### config.mk
export PLATFORM = sky130hd
export DESIGN_NAME = dma_chan_regs
export DESIGN_NICKNAME = d
export VERILOG_FILES = /design/src/rtl/dma_chan_pkg.sv /design/src/rtl/dma_chan_ctrl.sv /design/src/rtl/dma_chan_dp.sv /design/src/rtl/dma_chan_regs.sv
export SDC_FILE = /design/constraint.sdc
export NUM_CORES = 1
export LEC_CHECK = 0
export BUFFER_PORTS_ARGS = -buffer_cell sky130_fd_sc_hd__buf_2
export CORE_MARGIN = 8
export CORE_UTILIZATION = 46
export CTS_CLUSTER_DIAMETER = 200
export CTS_CLUSTER_SIZE = 28
export DETAILED_ROUTE_END_ITERATION = 16
export PLACE_DENSITY_LB_ADDON = 0.05
export SLEW_MARGIN = 25
export SYNTH_ARGS = -nofsm -noshare
export SYNTH_HDL_FRONTEND = slang
export SYNTH_HIERARCHICAL = 1
export SYNTH_SLANG_ARGS = --single-unit
### constraint.sdc
create_clock -name clk -period 2.08 [get_ports clk]
set_input_delay 0.104 -clock clk [delete_from_list [all_inputs] [get_ports clk]]
set_output_delay 0.104 -clock clk [all_outputs]
set_load 0.01 [all_outputs]
### src/rtl/dma_chan_pkg.sv
package dma_chan_pkg;
  localparam int STAT_W = 16;
  localparam int RUN_BIT = 15;
  localparam int PAUSE_BIT = 14;
  localparam int FLUSH_BIT = 13;
  localparam int WAKE_BIT = 12;
  localparam int DEAD_BIT = 11;
  localparam int ACT_BIT = 10;
  localparam logic [STAT_W-1:0] DATA_KEEP = 16'hF0FF;

  typedef struct packed {
    logic ctrlWr;
    logic ptrWr;
    logic statRd;
    logic setActive;
    logic clrActive;
    logic clrDead;
    logic doStart;
    logic doAbort;
    logic doResume;
    logic doPause;
  } strobeT;

  function automatic logic [31:0] byteRev(input logic [31:0] x);
    logic [31:0] r;
    for (int i = 0; i < 4; i++) r[8*i +: 8] = x[8*(3-i) +: 8];
    return r;
  endfunction
endpackage

### src/rtl/dma_chan_ctrl.sv
module dma_chan_ctrl
  import dma_chan_pkg::*;
#(
  parameter int ADDR_W = 2,
  parameter int FULL_SIZE = 4,
  parameter logic [ADDR_W-1:0] OFS_CTRL = 0,
  parameter logic [ADDR_W-1:0] OFS_STAT = 1,
  parameter logic [ADDR_W-1:0] OFS_PTR = 2
) (
  input  logic              busValid,
  input  logic              busWrite,
  input  logic [ADDR_W-1:0] busAddr,
  input  logic [2:0]        busSize,
  input  logic [STAT_W-1:0] heldStat,
  input  logic [STAT_W-1:0] baseStat,
  input  logic [STAT_W-1:0] mergedStat,
  output strobeT            strb
);
  logic fullAcc;
  logic runChg, wakeChg, pauseRise;

  assign fullAcc = busValid && (busSize == 3'(FULL_SIZE));
  assign runChg = mergedStat[RUN_BIT] != baseStat[RUN_BIT];
  assign wakeChg = mergedStat[WAKE_BIT] != baseStat[WAKE_BIT];
  assign pauseRise = mergedStat[PAUSE_BIT] && !baseStat[PAUSE_BIT];

  always_comb begin
    strb = '0;
    strb.statRd = fullAcc && !busWrite && busAddr == OFS_STAT;
    strb.ctrlWr = fullAcc && busWrite && busAddr == OFS_CTRL;
    strb.ptrWr = fullAcc && busWrite && busAddr == OFS_PTR &&
                 !heldStat[RUN_BIT] && !heldStat[ACT_BIT];
    if (strb.ctrlWr) begin
      if (runChg) begin
        if (mergedStat[RUN_BIT]) begin
          strb.setActive = 1'b1;
          strb.doStart = !mergedStat[PAUSE_BIT];
        end else begin
          strb.clrActive = 1'b1;
          strb.clrDead = 1'b1;
          strb.doAbort = 1'b1;
        end
      end else if (wakeChg) begin
        strb.setActive = 1'b1;
        strb.doResume = 1'b1;
      end else if (pauseRise) begin
        strb.clrActive = 1'b1;
        strb.doPause = 1'b1;
      end
    end
  end
endmodule

### src/rtl/dma_chan_dp.sv
module dma_chan_dp
  import dma_chan_pkg::*;
#(
  parameter int PTR_W = 32
) (
  input  logic              clk,
  input  logic              rstN,
  input  logic [31:0]       busWData,
  input  logic              engDone,
  input  logic              engFault,
  input  strobeT            strb,
  output logic [STAT_W-1:0] heldStat,
  output logic [STAT_W-1:0] baseStat,
  output logic [STAT_W-1:0] mergedStat,
  output logic [31:0]       busRData,
  output logic [PTR_W-1:0]  cmdPtr,
  output logic [3:0]        pulses
);
  logic [31:0] wordIn;
  logic [STAT_W-1:0] wrMask, wrData, nextStat;
  logic [STAT_W-1:0] statQ;
  logic [PTR_W-1:0] ptrQ;
  logic [3:0] pulseQ;

  assign wordIn = byteRev(busWData);
  assign wrMask = wordIn[31:16];
  assign wrData = wordIn[15:0];

  always_comb begin
    baseStat = statQ;
    if (engFault) baseStat[DEAD_BIT] = 1'b1;
    if (engFault || engDone) baseStat[ACT_BIT] = 1'b0;
  end

  assign mergedStat = (wrData & wrMask & DATA_KEEP) | (baseStat & ~wrMask);

  always_comb begin
    nextStat = baseStat;
    if (strb.ctrlWr) begin
      nextStat = mergedStat;
      if (strb.setActive) nextStat[ACT_BIT] = 1'b1;
      if (strb.clrActive) nextStat[ACT_BIT] = 1'b0;
      if (strb.clrDead) nextStat[DEAD_BIT] = 1'b0;
      nextStat[FLUSH_BIT] = 1'b0;
    end
  end

  always_ff @(posedge clk) begin
    if (!rstN) begin
      statQ <= '0;
      ptrQ <= '0;
      pulseQ <= '0;
    end else begin
      statQ <= nextStat;
      if (strb.ptrWr) ptrQ <= wordIn[PTR_W-1:0];
      pulseQ <= {strb.doStart, strb.doAbort, strb.doResume, strb.doPause};
    end
  end

  assign heldStat = statQ;
  assign cmdPtr = ptrQ;
  assign pulses = pulseQ;
  assign busRData = strb.statRd ? byteRev({16'h0000, statQ}) : 32'h0;
endmodule

### src/rtl/dma_chan_regs.sv
module dma_chan_regs
  import dma_chan_pkg::*;
#(
  parameter int ADDR_W = 2,
  parameter int PTR_W = 32
) (
  input  logic              clk,
  input  logic              rstN,
  input  logic              busValid,
  input  logic              busWrite,
  input  logic [ADDR_W-1:0] busAddr,
  input  logic [2:0]        busSize,
  input  logic [31:0]       busWData,
  output logic [31:0]       busRData,
  input  logic              engDone,
  input  logic              engFault,
  output logic [15:0]       chanStatus,
  output logic [PTR_W-1:0]  cmdPtr,
  output logic              startPulse,
  output logic              abortPulse,
  output logic              resumePulse,
  output logic              pausePulse
);
  strobeT strb;
  logic [STAT_W-1:0] heldStat, baseStat, mergedStat;
  logic [3:0] pulses;

  dma_chan_ctrl #(.ADDR_W(ADDR_W)) uCtrl (
    .busValid(busValid), .busWrite(busWrite), .busAddr(busAddr),
    .busSize(busSize), .heldStat(heldStat), .baseStat(baseStat),
    .mergedStat(mergedStat), .strb(strb)
  );

  dma_chan_dp #(.PTR_W(PTR_W)) uDp (
    .clk(clk), .rstN(rstN), .busWData(busWData), .engDone(engDone),
    .engFault(engFault), .strb(strb), .heldStat(heldStat),
    .baseStat(baseStat), .mergedStat(mergedStat), .busRData(busRData),
    .cmdPtr(cmdPtr), .pulses(pulses)
  );

  assign chanStatus = heldStat;
  assign startPulse = pulses[3];
  assign abortPulse = pulses[2];
  assign resumePulse = pulses[1];
  assign pausePulse = pulses[0];
endmodule

==> run summary <==
===========================================================================
Post-route DRC                                                            0
Post-synthesis instance area                                       2550 um2
Number of placed I/O pins                                               127
LEAKAGE                                                          0.00142 uW
Total power                                                         1850 uW
Detailed Routing Iterations Pass 1                                        4
Number of antenna-violating nets in the routed design                     0
Critical path required time                                         2.28 ns
Mean cell area of the mapped netlist                               9.98 um2
Die area                                                           8190 um2
Fraction of final layout cells sized beyond drive strength 1          0.420
Post-cts resize count                                                     0
Relative max-transition margin                                        0.501
Total Nets Final                                                        395
Pin count of the biggest net entering global routing                     53
RSZ-0062 raised after global routing                                  false
Critical path's largest stage delay                                 0.32 ns
Core box area                                                      5440 um2
Critical-path top delay cell                                        dfxtp_1
Total inserted antenna cells                                              0
Skew final                                                       0.00250 ns
Gp weighted congestion                                                0.715
Global-route wire length before repair                              9980 um
Arrival time at the worst endpoint                                  2.12 ns
Hold/Removal Path Class                                        input port to register
CTS buffer count                                                          5
Final period demand of the worst path                               1.92 ns
Critical path endpoint category                                    register
Dpl hpwl                                                            4480 um
Final Routed Wirelength                                             6070 um
Total GRT Usage                                                       0.147
Instance count of the mapped netlist                                    256
I/O Buffers                                                             108
Worst path cell trace                                          mux2_1 > inv_1 > ha_1 > or2_2 > and3_1 > nand2_1 > o21ai_2 > a32o_1
Post-route clock period utilization                                   0.924
Highest achievable clock rate                                       520 MHz
Number of standard-cell rows in the floorplan                            27
Max Slew Vio Count                                                        0
Initial Util                                                          0.470
Min-Delay Startpoint                                            busWData[5]
Reg-to-reg critical path startpoint                            uDp/heldStat[15]
DR iter-0 viols                                                          61
Initial antenna violation count                                           0
Outcome                                                        complete, no violations
X dimension of the die                                              90.5 um
Number of buffers between clock root and the deepest sink                 2
Worst voltage drop across the vdd grid                             0.255 mV
Vias in the first global route                                         1997
Finish-stage setup viols                                                  0
Detailed-route vias per instance                                       4.54
Path type of the worst setup path                              register to register
Clock tree root driver cell                                        clkbuf_8
Worst Setup SP                                                 uDp/heldStat[15]
H-tree level count                                                        2
Area growth from synthesis to final layout                            22.6%
Register-to-Register Setup Slack                                    0.16 ns
Power Density                                                    590 nW/um2
Clk slew on worst S/H paths                                         0.09 ns
Nature of the critical path startpoint                             register
Total grt overflow                                                        0
Final Hold Viols                                                          0
Accumulated negative setup slack                                       0 ns
Maximum fanout along the worst path                                       5
DR vias                                                                1925
Max-cap violations                                                        0
Number of clock sinks                                                    51
Height of the die                                                   90.5 um
Ys Warns                                                                  6
Number of fill cells                                                    524
CTS tree                                                              built
Mean routed wirelength per cell                                     14.3 um
Actual transition at the worst max-transition pin                  0.749 ns
Worst skew pair latency                                             0.30 ns
===========================================================================
final cells by class:
cell class	instances	area [um2]	area share
multi-input combinational	174	1270	0.406
tap	72	90.1	0.0288
clock buffer	6	82.6	0.0264
timing repair buffer	115	611	0.195
sequential	51	1020	0.326
inverter	4	20.0	0.00639
clock inverter	2	35.0	0.0112
through the flow:
step           instance area (um2)  hold slack, ns  setup WS (ns)  cells   util
6_report                      3130          0.0628          0.157    424  0.576
5_1_grt                       3130          0.0689         0.0876    424  0.576
4_1_cts                       3130          0.0568          0.143    424  0.576
3_5_place_dp                  2990           0.300          0.166    414  0.550
3_3_place_gp                  2990           0.297          0.195    414  0.550
2_1_floorplan                 2620           0.195          0.224    273      -
worst paths after layout:
path | end | depth (start not counted)
setup / recovery | uDp/heldStat[10] | 8
hold / removal | uDp/cmdPtr[29] | 3
setup reg to reg | uDp/heldStat[10] | 8
hold reg to reg | uDp/heldStat[8] | 2
layer usage:
metal  GRT usage  vias to the layer above  part of all wire
li1            -                      979                 -
met1       0.168                      867              0.44
met2       0.247                       70              0.47
met3      0.0565                        9             0.077
met4      0.0444                        0             0.017
met5           0                        -                 0
cell usage in the layout (no fill, tap or decap), types with 2 or more instances in the layout:
cell and n:
and3_1 2, dlygate4sd3_1 2, nand2b_1 2, a21oi_1 3
mux2_1 3, mux2_2 8, nor3b_1 4, nor4_2 2
conb_1 18, and2_1 19, nor2b_1 33, nor3b_2 8
nand2_1 4, nor2_1 23, clkbuf_8 6, buf_2 108
dfxtp_1 51, buf_4 4, mux2i_1 32
where the power goes:
group	leakage [uW]	switching (uW)	internal, uW	total, uW
Combinational	0.000950	73.7	73.8	148
Sequential	0.000411	3.35	981	984
Clock	0.0000612	325	390	714
Total	0.00142	402	1440	1850
state kept, by name, summed over array words and instances (netlist names):
name and cells:
uDp/cmdPtr 32, uDp/pulses 4, uDp/heldStat 15
critical path: cells and delay by family, from the launching register on:
| kind | cells | cell delay (ns) |
|---|---|---|
| buffers and inverters | 1 | 0.10 |
| AOI/OAI and AO/OA | 2 | 0.24 |
| adders and majority gates | 1 | 0.27 |
| muxes | 1 | 0.32 |
| DFF | 1 | 0.32 |
| and+or+nand+nor | 3 | 0.58 |
what timing repair did:
action / in CTS / in global routing
hold buffers: 2 / 0
endpoints found under the hold margin: 2 / 0
setup buffers: 0 / 0
Note: power is estimated with default switching activity, not from simulation.
